`src/rtl/csma_pkg.sv`:
```
// Shared types and result codes for the channel-access transmit controller.
// Assumes: result codes are 3 bits wide and decoded by software as listed.
package csma_pkg;

    typedef enum logic [2:0] {
        S_IDLE,
        S_BACKOFF,
        S_CCA_REQ,
        S_CCA_WAIT,
        S_TX_REQ,
        S_TX_WAIT,
        S_ACK_WAIT,
        S_FINISH
    } ctrl_state_t;

    localparam logic [2:0] RES_OK        = 3'd0;
    localparam logic [2:0] RES_CHAN_FAIL = 3'd3;
    localparam logic [2:0] RES_NO_ACK    = 3'd5;
    localparam logic [2:0] RES_PENDING   = 3'd7;

endpackage

```
`src/rtl/csma_lfsr.sv`:
```
// Backoff random source: maximal-length Fibonacci shift register.
// Advances one step per draw. A seed of all zeros would lock the register,
// so it is replaced by a fixed nonzero value.
// Assumes: W = 11 with taps at bits 10 and 8 (polynomial x^11 + x^9 + 1).
module csma_lfsr #(
    parameter int W      = 11,
    parameter int TAP_HI = W - 1,
    parameter int TAP_LO = W - 3
) (
    input  logic         clk,
    input  logic         rst_n,
    input  logic         load,
    input  logic [W-1:0] seed,
    input  logic         step,
    output logic [W-1:0] value
);

    localparam logic [W-1:0] SAFE_SEED = {{(W-1){1'b0}}, 1'b1};

    logic [W-1:0] sr_q;
    logic         fb;

    // Feedback bit from the two taps.
    always_comb fb = sr_q[TAP_HI] ^ sr_q[TAP_LO];

    // Seed load has priority over stepping; zero seed is substituted.
    always_ff @(posedge clk) begin
        if (!rst_n) begin
            sr_q <= SAFE_SEED;
        end else if (load) begin
            sr_q <= (seed == '0) ? SAFE_SEED : seed;
        end else if (step) begin
            sr_q <= {sr_q[W-2:0], fb};
        end
    end

    assign value = sr_q;

endmodule

```
`src/rtl/csma_backoff_timer.sv`:
```
// Backoff wait timer: counts a loaded number of unit periods, each
// UNIT_CYCLES clocks long. `expired` is high whenever no units remain.
// Assumes: a load while counting restarts the wait.
module csma_backoff_timer #(
    parameter int UNIT_CYCLES = 4,
    parameter int UNITS_W     = 8
) (
    input  logic               clk,
    input  logic               rst_n,
    input  logic               load,
    input  logic [UNITS_W-1:0] units,
    output logic               expired
);

    localparam int TICK_W = (UNIT_CYCLES > 1) ? $clog2(UNIT_CYCLES) : 1;
    localparam logic [TICK_W-1:0] TICK_LAST = TICK_W'(UNIT_CYCLES - 1);

    logic [UNITS_W-1:0] left_q;
    logic [TICK_W-1:0]  tick_q;

    // Count ticks inside a unit and units down to zero.
    always_ff @(posedge clk) begin
        if (!rst_n) begin
            left_q <= '0;
            tick_q <= '0;
        end else if (load) begin
            left_q <= units;
            tick_q <= '0;
        end else if (left_q != '0) begin
            if (tick_q == TICK_LAST) begin
                tick_q <= '0;
                left_q <= left_q - 1'b1;
            end else begin
                tick_q <= tick_q + 1'b1;
            end
        end
    end

    assign expired = (left_q == '0);

endmodule

```
`src/rtl/csma_ctrl_fsm.sv`:
```
// Transaction sequencer: backoff, channel assessment, transmit, ack wait,
// frame and access retries, result reporting. Configuration is captured at
// start. Asks for a backoff draw (`draw`) with the exponent to use.
// Assumes: cca_done arrives no earlier than the cycle after cca_req, and
// tx_done / ack events only in the states waiting for them.
module csma_ctrl_fsm
    import csma_pkg::*;
#(
    parameter int BE_W    = 4,
    parameter int BE_CAP  = 8
) (
    input  logic            clk,
    input  logic            rst_n,
    input  logic            cfg_auto_fcs,
    input  logic [3:0]      cfg_frame_retries,
    input  logic            cfg_lbt,
    input  logic [2:0]      cfg_csma_retries,
    input  logic [BE_W-1:0] cfg_min_be,
    input  logic [BE_W-1:0] cfg_max_be,
    input  logic            start,
    input  logic            cca_done,
    input  logic            cca_busy,
    input  logic            tx_done,
    input  logic            ack_rx,
    input  logic            ack_timeout,
    input  logic            backoff_expired,
    output logic            draw,
    output logic [BE_W-1:0] draw_be,
    output logic            cca_req,
    output logic            tx_start,
    output logic            tx_append_fcs,
    output logic            end_pulse,
    output logic [2:0]      result,
    output logic            busy
);

    localparam logic [BE_W-1:0] BE_LIM = BE_W'(BE_CAP);

    ctrl_state_t     state_q;
    logic [2:0]      csma_cnt_q, csma_lim_q;
    logic [3:0]      frame_cnt_q, frame_lim_q;
    logic [BE_W-1:0] be_q, min_be_q, max_be_q;
    logic            lbt_q, fcs_q;
    logic [2:0]      result_q;

    logic [BE_W-1:0] cfg_max_eff, cfg_min_eff, be_inc;
    logic            cca_busy_ev, cca_clear_ev, retry_access, access_fail;
    logic            frame_retry, frame_fail, start_ev;

    // Clamp configured exponents to the supported window and to each other.
    always_comb begin
        cfg_max_eff = (cfg_max_be > BE_LIM) ? BE_LIM : cfg_max_be;
        cfg_min_eff = (cfg_min_be > cfg_max_eff) ? cfg_max_eff : cfg_min_be;
        be_inc      = (be_q >= max_be_q) ? max_be_q : be_q + 1'b1;
    end

    // Decode the events that steer the sequence.
    always_comb begin
        start_ev     = (state_q == S_IDLE) && start;
        cca_busy_ev  = (state_q == S_CCA_WAIT) && cca_done && cca_busy;
        cca_clear_ev = (state_q == S_CCA_WAIT) && cca_done && !cca_busy;
        retry_access = cca_busy_ev && !lbt_q && (csma_cnt_q != csma_lim_q);
        access_fail  = cca_busy_ev && !lbt_q && (csma_cnt_q == csma_lim_q);
        frame_retry  = (state_q == S_ACK_WAIT) && !ack_rx && ack_timeout
                       && (frame_cnt_q != frame_lim_q);
        frame_fail   = (state_q == S_ACK_WAIT) && !ack_rx && ack_timeout
                       && (frame_cnt_q == frame_lim_q);
    end

    // Backoff draw request and the exponent that bounds it.
    always_comb begin
        draw    = (start_ev && !cfg_lbt) || retry_access || (frame_retry && !lbt_q);
        draw_be = start_ev    ? cfg_min_eff :
                  frame_retry ? min_be_q    : be_inc;
    end

    // Sequence state, counters and captured configuration.
    always_ff @(posedge clk) begin
        if (!rst_n) begin
            state_q     <= S_IDLE;
            csma_cnt_q  <= '0;
            csma_lim_q  <= '0;
            frame_cnt_q <= '0;
            frame_lim_q <= '0;
            be_q        <= '0;
            min_be_q    <= '0;
            max_be_q    <= '0;
            lbt_q       <= 1'b0;
            fcs_q       <= 1'b0;
            result_q    <= RES_OK;
        end else begin
            if (draw) be_q <= draw_be;
            unique case (state_q)
                S_IDLE: if (start) begin
                    csma_cnt_q  <= '0;
                    frame_cnt_q <= '0;
                    csma_lim_q  <= cfg_csma_retries;
                    frame_lim_q <= cfg_frame_retries;
                    min_be_q    <= cfg_min_eff;
                    max_be_q    <= cfg_max_eff;
                    lbt_q       <= cfg_lbt;
                    fcs_q       <= cfg_auto_fcs;
                    result_q    <= RES_PENDING;
                    state_q     <= cfg_lbt ? S_CCA_REQ : S_BACKOFF;
                end
                S_BACKOFF: if (backoff_expired) state_q <= S_CCA_REQ;
                S_CCA_REQ: state_q <= S_CCA_WAIT;
                S_CCA_WAIT: begin
                    if (cca_clear_ev) begin
                        state_q <= S_TX_REQ;
                    end else if (retry_access) begin
                        csma_cnt_q <= csma_cnt_q + 1'b1;
                        state_q    <= S_BACKOFF;
                    end else if (access_fail) begin
                        result_q <= RES_CHAN_FAIL;
                        state_q  <= S_FINISH;
                    end else if (cca_busy_ev) begin
                        state_q <= S_CCA_REQ;
                    end
                end
                S_TX_REQ: state_q <= S_TX_WAIT;
                S_TX_WAIT: if (tx_done) state_q <= S_ACK_WAIT;
                S_ACK_WAIT: begin
                    if (ack_rx) begin
                        result_q <= RES_OK;
                        state_q  <= S_FINISH;
                    end else if (frame_retry) begin
                        frame_cnt_q <= frame_cnt_q + 1'b1;
                        csma_cnt_q  <= '0;
                        state_q     <= lbt_q ? S_CCA_REQ : S_BACKOFF;
                    end else if (frame_fail) begin
                        result_q <= RES_NO_ACK;
                        state_q  <= S_FINISH;
                    end
                end
                S_FINISH: state_q <= S_IDLE;
                default:  state_q <= S_IDLE;
            endcase
        end
    end

    // Handshake and status outputs decoded from the state.
    always_comb begin
        cca_req       = (state_q == S_CCA_REQ);
        tx_start      = (state_q == S_TX_REQ);
        tx_append_fcs = (state_q == S_TX_REQ) && fcs_q;
        end_pulse     = (state_q == S_FINISH);
        busy          = (state_q != S_IDLE);
        result        = result_q;
    end

endmodule

```
`src/rtl/csma_tx_ctrl.sv`:
```
// Top level of the channel-access transmit controller: joins the sequencer,
// the backoff random source and the backoff timer. The drawn unit count is
// the low BE bits of the random source.
// Assumes: UNITS_W >= BE_CAP so every exponent fits the timer.
module csma_tx_ctrl #(
    parameter int UNIT_CYCLES = 4,
    parameter int SEED_W      = 11,
    parameter int BE_CAP      = 8
) (
    input  logic       clk,
    input  logic       rst_n,
    input  logic       cfg_auto_fcs,
    input  logic [3:0] cfg_frame_retries,
    input  logic       cfg_lbt,
    input  logic [2:0] cfg_csma_retries,
    input  logic [3:0] cfg_min_be,
    input  logic [3:0] cfg_max_be,
    input  logic [2:0] seed_hi,
    input  logic [7:0] seed_lo,
    input  logic       seed_load,
    input  logic       start,
    output logic       cca_req,
    input  logic       cca_done,
    input  logic       cca_busy,
    output logic       tx_start,
    output logic       tx_append_fcs,
    input  logic       tx_done,
    input  logic       ack_rx,
    input  logic       ack_timeout,
    output logic       end_pulse,
    output logic [2:0] result,
    output logic       busy
);

    localparam int BE_W    = 4;
    localparam int UNITS_W = BE_CAP;

    logic              draw, bo_expired;
    logic [BE_W-1:0]   draw_be;
    logic [SEED_W-1:0] rnd;
    logic [UNITS_W-1:0] units, mask;

    csma_ctrl_fsm #(.BE_W(BE_W), .BE_CAP(BE_CAP)) u_fsm (
        .clk(clk), .rst_n(rst_n),
        .cfg_auto_fcs(cfg_auto_fcs), .cfg_frame_retries(cfg_frame_retries),
        .cfg_lbt(cfg_lbt), .cfg_csma_retries(cfg_csma_retries),
        .cfg_min_be(cfg_min_be), .cfg_max_be(cfg_max_be),
        .start(start), .cca_done(cca_done), .cca_busy(cca_busy),
        .tx_done(tx_done), .ack_rx(ack_rx), .ack_timeout(ack_timeout),
        .backoff_expired(bo_expired), .draw(draw), .draw_be(draw_be),
        .cca_req(cca_req), .tx_start(tx_start), .tx_append_fcs(tx_append_fcs),
        .end_pulse(end_pulse), .result(result), .busy(busy)
    );

    csma_lfsr #(.W(SEED_W)) u_lfsr (
        .clk(clk), .rst_n(rst_n), .load(seed_load),
        .seed({seed_hi, seed_lo}), .step(draw), .value(rnd)
    );

    // Mask of BE low ones, one bit per possible exponent value.
    always_comb begin
        for (int i = 0; i < UNITS_W; i++) mask[i] = (BE_W'(i) < draw_be);
        units = rnd[UNITS_W-1:0] & mask;
    end

    csma_backoff_timer #(.UNIT_CYCLES(UNIT_CYCLES), .UNITS_W(UNITS_W)) u_timer (
        .clk(clk), .rst_n(rst_n), .load(draw), .units(units), .expired(bo_expired)
    );

endmodule

```
`config.mk`:
```
export PLATFORM = sky130hd
export DESIGN_NAME = csma_tx_ctrl
export DESIGN_NICKNAME = d
export VERILOG_FILES = /design/src/rtl/csma_pkg.sv /design/src/rtl/csma_lfsr.sv /design/src/rtl/csma_backoff_timer.sv /design/src/rtl/csma_ctrl_fsm.sv /design/src/rtl/csma_tx_ctrl.sv
export SDC_FILE = /design/constraint.sdc
export NUM_CORES = 1
export LEC_CHECK = 0
export BUFFER_PORTS_ARGS = -buffer_cell sky130_fd_sc_hd__buf_2
export CAP_MARGIN = 20
export CELL_PAD_IN_SITES_DETAIL_PLACEMENT = 2
export CELL_PAD_IN_SITES_GLOBAL_PLACEMENT = 2
export CORE_UTILIZATION = 34
export CTS_CLUSTER_DIAMETER = 50
export CTS_CLUSTER_SIZE = 16
export DETAILED_ROUTE_END_ITERATION = 8
export HOLD_SLACK_MARGIN = 0.12
export MAX_ROUTING_LAYER = met4
export PLACE_DENSITY = 0.78
export REMOVE_ABC_BUFFERS = 1
export SLEW_MARGIN = 20
export SYNTH_ARGS = -nofsm -noshare
export SYNTH_HDL_FRONTEND = slang
export SYNTH_SLANG_ARGS = --single-unit
```
`constraint.sdc`:
```
create_clock -name clk -period 4.25 [get_ports clk]
set_input_delay 0.85 -clock clk [delete_from_list [all_inputs] [get_ports clk]]
set_output_delay 0.85 -clock clk [all_outputs]
set_load 0.03 [all_outputs]
```
==> impl_summary.log, run 1 <==
[metrics] CTS tree: built
[metrics] NetSw: approximately 0.65 mW
[metrics] Global Route Usage Sum: 21.0%
[metrics] global-route wire length before repair: 16000 µm
[metrics] count of buffers from port buffering: 44
[metrics] count of inserted antenna diode cells: 0
[metrics] DRC viols: 0
[metrics] CTS buffer count: 5
[metrics] first-iteration detailed-routing DRC count: 40
[metrics] Sum Neg Setup Slack: 0 ns
[metrics] Int Pwr: ~1 mW
[metrics] Initial Utilization: 35.1%
[metrics] leading post-synthesis cells by cell area: dfxtp_1, nand2_1, ha_1
[metrics] number of synthesized register bits: 55
[metrics] Synth top area share: between 30% and 40%
[metrics] post-CTS resize count: 0
[metrics] GRT Residual Overflow: 0
[metrics] Post-Route Utilization: roughly two fifths
[metrics] yosys warns: 0
[metrics] run status: complete, no violations
[metrics] final critical delay including setup and external delays: 3.31 ns
[metrics] hold slack: 0.483 ns
[metrics] number of maximum-capacitance constraint violations: 0
[metrics] Hold Violations, Final: 0
[metrics] Wirelength per Cell: 16.9 µm
[metrics] setup repair after global routing missed its margin: no
[metrics] final clock period utilization by the worst path: 77.8%
[metrics] share of synthesized flip-flops with an asynchronous set or reset: 0%
[metrics] combinational share of power: 38.2%
[metrics] filler instances: around 1100
[metrics] core area: 9240 µm²
[metrics] setup violators final: 0
[metrics] most frequently used flop master after synthesis: dfxtp_1
[metrics] drt pass-1 iters: 4
[metrics] placer's final routability congestion estimate: 0.777
[metrics] largest area contributor in the synthesized netlist: dfxtp_1
[metrics] Peak supply drop: 0.000136 V
[metrics] mapped cell area: 3240 µm²
[metrics] type of the worst setup path: in -> reg
[metrics] Max clock buf depth: 2
[metrics] Final ANT Viol Nets: 0
[metrics] clock latency reported for the late side of the worst-skew pair: 0.31 ns
[metrics] share of cells above drive strength 1: 16.4%
[metrics] total die area: 9930 µm²
[metrics] transition time of the tightest slew-check pin: 0.710 ns
[metrics] H-tree levels: 2
[metrics] critical path startpoint category: input pin
[metrics] number of vias after detailed routing: 2972
[metrics] class of the most critical hold timing path: reg -> reg
[metrics] LEAKAGE: 1.46 nW
[metrics] ratio of routed vias to standard cells: roughly 5.3
[metrics] Synth Instances: a little under 400
[metrics] I/O Pins: 45
[metrics] top fanout value on the critical path: 8
[metrics] Yosys cell types: 59
[metrics] number of synthesized flops with an enable pin: 0
[metrics] endpoint class of the critical path: register
[metrics] number of sinks handled by clock tree synthesis: 55
[metrics] proportion of synthesized chip area in sequential cells: 34.0%
[metrics] post-placement setup slack: 0.603 ns
[metrics] NumNets Final: 479
[metrics] Net Sw Frac: between 30% and 40%
[metrics] height of the die: 99.6 µm
[metrics] worst clock skew: between 0.006 and 0.007 ns
[metrics] Power Dens Cells: 453 nW/µm²
[metrics] Die Span X: 99.6 µm
[metrics] antenna violations before repair: 0
[metrics] buffers inserted during post-CTS setup optimization: 0
[metrics] Avg Inst Size Synth: 8.19 µm²
[metrics] clock network fraction of design power: between 20 and 25%
[metrics] clk root buf: clkbuf_8
[metrics] Relative slew margins: 52.7%
[metrics] sequential share of power: 40.1%
[metrics] pin count of the biggest net entering global routing: 32
[metrics] cts hold-fix bufs: 0
[metrics] register clock-pin slew on the reported worst setup and hold paths: around 0.11 ns
[metrics] upper clock frequency limit: 302 MHz
[metrics] routed wire length: 9430 µm
[metrics] estimated wirelength of the detail-placed design: 7070 µm
[metrics] Max Transition Viols Final: 0
[metrics] critical path required time: 4.46 ns
[metrics] number of core rows: 35
[metrics] via count of the first global-routing pass: 3153
[metrics] arrival time at the worst endpoint: 3.52 ns
[metrics] Area Growth Syn to Fin: 11.9%
[metrics] final setup slack of the worst path: 0.942 ns
## path summary, 6_finish.rpt
kind | from | end | slack (ns) | depth (start not counted)
worst max register to register | u_fsm.state_q[0] | u_timer.left_q[2] | 1.37 | 6
worst min register to register | u_fsm.frame_lim_q[1] | u_fsm.frame_lim_q[1] | 0.48 | 2
worst min-delay path | u_fsm.frame_lim_q[1] | u_fsm.frame_lim_q[1] | 0.48 | 2
worst max-delay path | cfg_max_be[3] | u_timer.left_q[5] | 0.94 | 11
## registers in the layout, summed over array words and instances (netlist names)
register and cells:
u_fsm.state_q 3, u_fsm.csma_lim_q 3, u_fsm.max_be_q 4, u_lfsr.value 11
u_timer.left_q 8, u_fsm.csma_cnt_q 3, u_fsm.lbt_q 1, u_fsm.frame_lim_q 4
u_fsm.be_q 4, u_fsm.fcs_q 1, u_timer.tick_q 2, u_fsm.frame_cnt_q 4
u_fsm.result 3, u_fsm.min_be_q 4
## final cells by class
cell class	count	area [µm²]	share of cell area [%]
multi-input combinational	302	1960	53.9
tap	129	161	4.45
inverter	18	67.6	1.86
sequential	55	1100	30.4
clock inverter	2	37.5	1.03
clock buffer	5	68.8	1.90
timing repair buffer	46	235	6.49
## cell usage after synthesis, types with 7 or more instances
cell       n
a311oi_1   8
nor3_1    11
ha_1      14
nand3_1    8
clkbuf_1  14
mux2i_1   11
xnor2_1   12
dfxtp_1   55
inv_1     17
nor2_1    29
o21ai_0   12
xor2_1     8
nand2_1   72
a21oi_1   31
a211oi_1   7
## per-stage QoR
step	instance area (µm²)	std cells	power, mW
floorplan	3120	375	1.11
global placement	3520	550	1.28
detailed placement	3520	550	1.31
CTS	3630	557	1.67
global route	3630	557	1.77
finish	3630	557	1.64
## logic make-up (layout without fill, tap and decap cells)
group | count (synthesis) | in the layout | synth area share [%]
compound gates | 99 | 99 | 22.9
xor+xnor | 20 | 20 | 5.40
fa+ha+maj | 14 | 14 | 5.40
buf+inv | 39 | 71 | 5.71
flops | 55 | 55 | 34.0
mux | 13 | 13 | 4.21
simple gates | 156 | 156 | 22.4
## cell usage in the layout, fill, tap and decap left out, types with 5 or more instances in the layout
cell      instances
buf_2            44
and2_1            6
inv_1            16
a311oi_1          8
dfxtp_1          55
nor3_1           11
o21ai_0          12
xor2_1            8
mux2i_1          11
a21boi_0          6
and3_1            5
ha_1             14
nor2_1           29
a21oi_1          31
a211oi_1          7
nand2_1          72
nand3_1           8
xnor2_1          12
clkbuf_8          5
## power groups by stage
stage	logic [mW]	registers, mW	clock network (mW)
after floorplan	0.443	0.664	0
after global routing	0.705	0.673	0.389
after global placement	0.610	0.667	0
after detailed placement	0.634	0.673	0
final	0.628	0.660	0.357
after CTS	0.639	0.661	0.368
## worst max-delay path, stage by stage
cell       delay [ns]
buf_2            0.13
nor2b_1          0.21
inv_1            0.07
ha_1             0.34
and3b_4          0.22
a2111oi_4        0.41
nor2_2           0.12
a211oi_1         0.43
a221oi_2         0.15
a221o_1          0.40
and3_1           0.18
## routing by layer
metal | share of wire, % | global-route usage [%] | routed length, µm
met2 | 50 | 37.6 | 4730
met3 | 2.2 | 2.18 | 212
met5 | 0 | - | 0
met1 | 47 | 25.3 | 4400
met4 | 0.87 | 4.75 | 82
Power figures use the tool's default switching activity.
==> run 2, diff against run 1 <==
--- a/config.mk
+++ b/config.mk
@@ -9,13 +9,13 @@
 export CAP_MARGIN = 20
 export CELL_PAD_IN_SITES_DETAIL_PLACEMENT = 2
 export CELL_PAD_IN_SITES_GLOBAL_PLACEMENT = 2
-export CORE_UTILIZATION = 34
+export CORE_UTILIZATION = 31
 export CTS_CLUSTER_DIAMETER = 50
 export CTS_CLUSTER_SIZE = 16
 export DETAILED_ROUTE_END_ITERATION = 8
 export HOLD_SLACK_MARGIN = 0.12
 export MAX_ROUTING_LAYER = met4
-export PLACE_DENSITY = 0.78
+export PLACE_DENSITY = 0.75
 export REMOVE_ABC_BUFFERS = 1
 export SLEW_MARGIN = 20
 export SYNTH_ARGS = -nofsm -noshare
==> constraint.sdc (replaced) <==
create_clock -name clk -period 2.9 [get_ports clk]
set_input_delay 0.58 -clock clk [delete_from_list [all_inputs] [get_ports clk]]
set_output_delay 0.58 -clock clk [all_outputs]
set_load 0.03 [all_outputs]
==> run 2 against run 1 <==
Effect of this change:
- routed wire length is 8.3% higher
- clock skew is 0.0075 ns higher
- first-iteration DRC count is 120% higher
- critical path depth is 1 higher
- die area is 9.5% higher
- worst setup slack worse by 0.88 ns
- final cell count is 5.2% higher
- sequential cell count stayed put
- hold slack worse by 0.0030 ns
- count of clock-buffer cells in the layout stayed put
==> impl_summary.log, run 2 (same netlist as run 1, synthesis figures left out) <==
[metrics] Max clock buf depth: 2 (unchanged)
[metrics] Critical Path, Cell by Cell: buf_2, nor2b_2, inv_1, ha_1, buf_4, a2111oi_4, nor2_2, buf_4, a211oi_4, a211oi_4, a221o_1, and3_1
[metrics] register clock-pin slew on the reported worst setup and hold paths: 0.12 ns (about the same)
[metrics] antenna violations before repair: 0 (unchanged)
[metrics] total die area: 10900 µm² (+9.5%)
[metrics] Hold Violations, Final: 0 (unchanged)
[metrics] type of the worst setup path: in -> reg
[metrics] Die Span X: 104 µm (+4.6%)
[metrics] filler instances: 1158 (+3.9%)
[metrics] LEAKAGE: 1.59 nW (+8.5%)
[metrics] routed wire length: 10200 µm (+8.3%)
[metrics] I/O Pins: 45 (unchanged)
[metrics] Power, Total: 2.47 mW (+50%)
[metrics] estimated wirelength of the detail-placed design: 7540 µm (+6.6%)
[metrics] number of vias after detailed routing: 3054 (+2.8%)
[metrics] Global Route Usage Sum: 20.1% (-0.84 points)
[metrics] placer's final routability congestion estimate: 0.830 (+6.9%)
[metrics] Slowest cell on crit path: a2111oi_4
[metrics] Max Transition Viols Final: 0 (unchanged)
[metrics] global-route wire length before repair: 17200 µm (+7.7%)
[metrics] NumNets Final: 503 (+5.0%)
[metrics] pin count of the biggest net entering global routing: 27 (-16%)
[metrics] critical path startpoint category: input pin
[metrics] final clock period utilization by the worst path: a little over nine tenths
[metrics] critical path required time: 3.10 ns (-1.36 ns)
[metrics] CTS tree: built
[metrics] CTS buffer count: 5 (unchanged)
[metrics] number of maximum-capacitance constraint violations: 0 (unchanged)
[metrics] combined area of the multi-input logic cells: 1980 µm² (+1.4%)
[metrics] first-iteration detailed-routing DRC count: 88 (+120%)
[metrics] count of buffers from port buffering: 44 (unchanged)
[metrics] clk root buf: clkbuf_8
[metrics] transition time of the tightest slew-check pin: 0.658 ns (-0.0516 ns)
[metrics] class of the most critical hold timing path: reg -> reg
[metrics] sum of buffers and inverters on the critical path: 4 (+2)
[metrics] commonest non-fill, non-tap cell in the layout: nand2_1
[metrics] via count of the first global-routing pass: 3380 (+7.2%)
[metrics] Peak supply drop: 0.000243 V (+78%)
[metrics] final critical delay including setup and external delays: 2.84 ns
[metrics] endpoint class of the critical path: register
[metrics] ratio of routed vias to standard cells: 5.21 (-2.3%)
[metrics] setup violators final: 0 (unchanged)
[metrics] height of the die: 104 µm (+4.6%)
[metrics] Final ANT Viol Nets: 0 (unchanged)
[metrics] design area: 3830 µm² (+5.5%)
[metrics] upper clock frequency limit: between 300 and 400 MHz
[metrics] H-tree levels: 2 (unchanged)
[metrics] leading cell types in the layout, fill and taps excluded: nand2_1, dfxtp_1, buf_2
[metrics] arrival time at the worst endpoint: 3.04 ns (-0.48 ns)
[metrics] footprint of the flip-flops and latches: 1100 µm² (+0.11%)
[metrics] share of cells above drive strength 1: 21.6% (+5.3 points)
[metrics] hold slack: 0.480 ns (-0.00304 ns)
[metrics] run status: complete, no violations
[metrics] Cell Area, Placed: 3700 µm² (+5.0%)
[metrics] Wirelength per Cell: 17.4 µm (+2.9%)
[metrics] top fanout value on the critical path: 8 (unchanged)
[metrics] cts hold-fix bufs: 0 (unchanged)
[metrics] Power Dens Cells: 646 nW/µm² (+43%)
[metrics] number of core rows: 36 (+2.9%)
[metrics] worst clock skew: 0.0139 ns (+0.00754 ns)
[metrics] count of inserted antenna diode cells: 0 (unchanged)
[metrics] GRT Residual Overflow: 0 (unchanged)
[metrics] Area Growth Syn to Fin: 18.0%
[metrics] number of sinks handled by clock tree synthesis: 55 (unchanged)
[metrics] CP top delay family: compound AO/OA/AOI/OAI gates
[metrics] max reg flops: 11 (unchanged)
[metrics] Initial Utilization: 32.6% (-2.5 points)
[metrics] DRC viols: 0 (unchanged)
[metrics] drt pass-1 iters: 4 (unchanged)
[metrics] clock latency reported for the late side of the worst-skew pair: 0.32 ns (about the same)
[metrics] Largest stage delay, worst path: 0.46 ns (+0.03 ns)
[metrics] core area: 9950 µm² (+7.7%)
[metrics] Relative slew margins: 56.0% (+3.3 points)
[run 2: changes by cell type in the layout (fill, tap and decap cells not counted), sizes merged]
cell / previous run / this run
inv: 17 / 18
buf: 46 / 70
clkinv: 1 / 3
bufinv: 1 / 0
clkinvlp: 1 / 0
[run 2: worst register-to-register path: cells and delay by family (launching register included)]
family	cells	cell delay (ns)
AO/OA/AOI/OAI	4	1.24
adder cells (fa/ha/maj)	1	0.28
buffers and inverters	1	0.07
flip-flops	1	0.38
multiplexers	1	0.31
AND/OR/NAND/NOR	2	0.37
[run 2: through the flow]
| stage | util, % | setup WS (ns) | cells | TNS, ns |
|---|---|---|---|---|
| after global routing | 38.4 | -0.00386 | 586 | -0.00386 |
| final | 38.4 | 0.0619 | 586 | 0 |
| after floorplan | - | -0.0326 | 375 | -0.0642 |
| after CTS | 38.1 | 0.0317 | 585 | 0 |
| after detailed placement | 37.2 | -0.321 | 577 | -1.82 |
| after global placement | 37.2 | -0.143 | 577 | -0.762 |
[run 2: area by class of cell]
type	instances	share of cell area, %
clock inverter	3	0.589
sequential	55	28.8
timing repair buffer	70	10.9
tap	133	4.35
multi-input combinational	302	51.8
clock buffer	5	1.80
inverter	18	1.77
[run 2: path summary, 6_finish.rpt]
path,startpoint,endpoint,slack [ns],depth (start not counted)
setup / recovery,cfg_max_be[3],u_timer.left_q[5],0.06,12
hold / removal,u_fsm.frame_lim_q[1],u_fsm.frame_lim_q[1],0.48,2
setup reg to reg,u_fsm.be_q[0],u_timer.left_q[5],0.13,9
hold reg to reg,u_fsm.frame_lim_q[1],u_fsm.frame_lim_q[1],0.48,2
[run 2: report_power, final]
part | total, mW | switching (mW) | internal [mW]
clock | 0.459 | 0.284 | 0.174
sequential | 0.960 | 0.101 | 0.859
combinational | 1.05 | 0.622 | 0.432
total | 2.47 | 1.01 | 1.46
[run 2: metal layers]
layer	global-route usage, %	wire [µm]
met1	23.6	4730
met2	36.4	5040
met3	2.69	289
met4	4.29	143
met5	-	0
[run 2: repair_timing]
action	in CTS	in global routing
endpoints found under the setup margin	1	7
pin swaps	0	3
gates cloned	0	0
setup buffers	0	1
gates resized for setup	1	5
==> run 3, diff against run 2 <==
--- a/config.mk
+++ b/config.mk
@@ -6,10 +6,11 @@
 export NUM_CORES = 1
 export LEC_CHECK = 0
 export BUFFER_PORTS_ARGS = -buffer_cell sky130_fd_sc_hd__buf_2
-export CAP_MARGIN = 20
+export CAP_MARGIN = 10
 export CELL_PAD_IN_SITES_DETAIL_PLACEMENT = 2
 export CELL_PAD_IN_SITES_GLOBAL_PLACEMENT = 2
 export CORE_UTILIZATION = 31
+export CTS_BUF_LIST = sky130_fd_sc_hd__clkbuf_16
 export CTS_CLUSTER_DIAMETER = 50
 export CTS_CLUSTER_SIZE = 16
 export DETAILED_ROUTE_END_ITERATION = 8
==> run 3 against run 2 <==
Effect of this change:
- hold slack worse by 0.0052 ns
- clock skew is 0.0054 ns lower
- global-route usage is 0.32 points higher
- worst setup slack worse by 0.019 ns
- largest power group unchanged
==> impl_summary.log, run 3 (same netlist as run 1, synthesis figures left out) <==
[metrics] Global Route Usage Sum: 20.4% (+0.32 points)
[metrics] Max clock buf depth: 2 (unchanged)
[metrics] number of sinks handled by clock tree synthesis: 55 (unchanged)
[metrics] CTS buffer count: 5 (unchanged)
[metrics] upper clock frequency limit: 350 MHz (-0.68%)
[metrics] wire length the detailed router placed on met1: 4680 µm (-1.1%)
[metrics] total die area: 10900 µm² (unchanged)
[metrics] setup repair after global routing missed its margin: yes
[metrics] run status: complete, no violations
[metrics] top fanout value on the critical path: 5 (-3)
[metrics] Sum Neg Setup Slack: 0 ns (unchanged)
[metrics] GRT Residual Overflow: 0 (unchanged)
[metrics] arrival time at the worst endpoint: 3.05 ns (about the same)
[metrics] Initial Utilization: 32.6% (unchanged)
[metrics] Die Span X: 104 µm (unchanged)
[metrics] DRC viols: 0 (unchanged)
[metrics] cts hold-fix bufs: 0 (unchanged)
[metrics] type of the worst setup path: in -> reg
[metrics] clock latency reported for the late side of the worst-skew pair: 0.30 ns (-0.02 ns)
[metrics] drt pass-1 iters: 4 (unchanged)
[metrics] height of the die: 104 µm (unchanged)
[metrics] top layer in use: met4
[metrics] final clock period utilization by the worst path: 98.5% (+0.67 points)
[metrics] NumNets Final: 504 (+0.20%)
[metrics] I/O Pins: 45 (unchanged)
[metrics] number of vias after detailed routing: 3106 (+1.7%)
[metrics] commonest non-fill, non-tap cell in the layout: nand2_1
[metrics] Peak supply drop: 0.000279 V (+15%)
[metrics] LEAKAGE: 1.62 nW (+2.0%)
[metrics] H-tree levels: 2 (unchanged)
[metrics] Max Transition Viols Final: 0 (unchanged)
[metrics] count of inserted antenna diode cells: 0 (unchanged)
[metrics] number of core rows: 36 (unchanged)
[metrics] worst flop-to-flop path endpoint: u_timer.left_q[5]
[metrics] post-placement setup slack: -0.321 ns (unchanged)
[metrics] design area: 3910 µm² (+2.1%)
[metrics] critical path required time: 3.09 ns (about the same)
[metrics] first-iteration detailed-routing DRC count: 93 (+5.7%)
[metrics] class of the most critical hold timing path: reg -> reg
[metrics] reg-to-reg setup timing slack: 0.15 ns (+0.02 ns)
[metrics] via count of the first global-routing pass: 3400 (+0.59%)
[metrics] routed wire length: 10300 µm (+1.2%)
[metrics] worst clock skew: 0.00848 ns (-0.00541 ns)
[metrics] Final ANT Viol Nets: 0 (unchanged)
[metrics] endpoint class of the critical path: register
[metrics] pin count of the biggest net entering global routing: 27 (unchanged)
[metrics] antenna violations before repair: 0 (unchanged)
[metrics] clk root buf: clkbuf_16
[metrics] global-route wire length before repair: 17300 µm (+0.44%)
[metrics] leading cell types in the layout, fill and taps excluded: nand2_1, dfxtp_1, buf_2
[metrics] Wirelength per Cell: 17.6 µm (+0.99%)
[metrics] final critical delay including setup and external delays: 2.86 ns (+0.0195 ns)
[metrics] Min-Delay Path Depth: 2 (unchanged)
[metrics] launch point of the worst reg-to-reg path: u_fsm.be_q[0]
[metrics] worst min-delay path endpoint: u_fsm.fcs_q
[metrics] min-delay src: u_fsm.fcs_q
[metrics] count of buffers from port buffering: 44 (unchanged)
[metrics] hold slack: 0.474 ns (-0.00518 ns)
[metrics] core area: 9950 µm² (unchanged)
[metrics] estimated wirelength of the detail-placed design: 7540 µm (unchanged)
[metrics] max reg flops: 11 (unchanged)
[metrics] Relative slew margins: 53.6% (-2.4 points)
[metrics] amount of wire on met3 after detailed routing: 256 µm (-11%)
[metrics] share of cells above drive strength 1: 21.4% (-0.27 points)
[metrics] register clock-pin slew on the reported worst setup and hold paths: 0.08 ns (-0.04 ns)
[metrics] Power Dens Cells: 683 nW/µm² (+5.8%)
[metrics] met2 WL: 5300 µm (+5.1%)
[metrics] CTS tree: built
[metrics] ratio of routed vias to standard cells: 5.29 (+1.5%)
[metrics] final setup slack of the worst path: 0.0424 ns (-0.0195 ns)
[metrics] Cell Area, Placed: 3700 µm² (unchanged)
[metrics] filler instances: 1132 (-2.2%)
[metrics] Power, Total: 2.67 mW (+8.0%)
[metrics] Area Growth Syn to Fin: 20.5%
[metrics] critical path startpoint category: input pin
[metrics] reg2reg path depth: 9 (unchanged)
[metrics] setup violators final: 0 (unchanged)
[metrics] placer's final routability congestion estimate: 0.830 (unchanged)
[metrics] number of maximum-capacitance constraint violations: 0 (unchanged)
[metrics] Hold Violations, Final: 0 (unchanged)
[metrics] transition time of the tightest slew-check pin: 0.694 ns (+0.0357 ns)
-- run 3: changes by cell type in the layout (fill, tap and decap cells not counted) --
cell       previous run  this run
a2111oi_2             1         0
a2111oi_4             2         3
a211oi_1              6         7
a211oi_2              1         0
a221oi_2              2         1
a221oi_4              0         1
buf_4                26        27
clkbuf_16             0         5
clkbuf_8              5         0
dfxtp_1              54        55
dfxtp_2               1         0
-- run 3: repair_timing --
action,CTS,global route
cloned,0,0
buffers inserted,0,2
pin swaps,0,4
setup endpoints to repair,1,7
gates resized for setup,1,5
-- run 3: cell type report --
| class | count | area (µm²) | share of cell area, % |
|---|---|---|---|
| Tap cell | 133 | 166 | 4.26 |
| Clock buffer | 5 | 125 | 3.20 |
| Sequential cell | 55 | 1100 | 28.2 |
| Clock inverter | 3 | 22.5 | 0.576 |
| Inverter | 18 | 67.6 | 1.73 |
| Timing Repair Buffer | 71 | 423 | 10.8 |
| Multi-Input combinational cell | 302 | 2000 | 51.2 |
-- run 3: worst max-delay path, stage by stage --
cell and delay [ns]:
buf_2 0.13, nor2b_2 0.12, inv_1 0.05, ha_1 0.30, buf_4 0.16, a2111oi_4 0.36
buf_4 0.19, nor2_2 0.06, a211oi_1 0.28, buf_4 0.16, a221oi_2 0.06, a221o_1 0.40
and3_1 0.19
-- run 3: where the power goes --
part	switching, mW	total, mW	internal, mW	leakage [nW]
combinational	0.638	1.08	0.444	1.09
clock	0.305	0.629	0.325	0.0742
sequential	0.101	0.960	0.858	0.451
-- run 3: through the flow --
step / cells / utilization (%)
after global routing: 587 / 39.3
after CTS: 585 / 38.7
after floorplan: 375 / -
final: 587 / 39.3
after detailed placement: 577 / 37.2
after global placement: 577 / 37.2
-- run 3: per-layer routing --
metal	up-vias	GRT usage, %
met2	55	36.7
met5	-	-
met1	1524	23.8
met3	9	2.69
li1	1518	-
met4	0	5.51
-- run 3: worst max-delay path by stage --
stage,to,slack (ns),from
5_1_grt,u_timer.left_q[5],-0.11,cfg_max_be[3]
4_1_cts,u_timer.left_q[5],0.04,cfg_max_be[3]
6_report,u_timer.left_q[5],0.04,cfg_max_be[3]
3_5_place_dp,u_timer.left_q[2],-0.32,cfg_max_be[3]
3_3_place_gp,u_timer.left_q[5],-0.14,cfg_max_be[3]
2_1_floorplan,u_timer.left_q[5],-0.03,cfg_max_be[2]
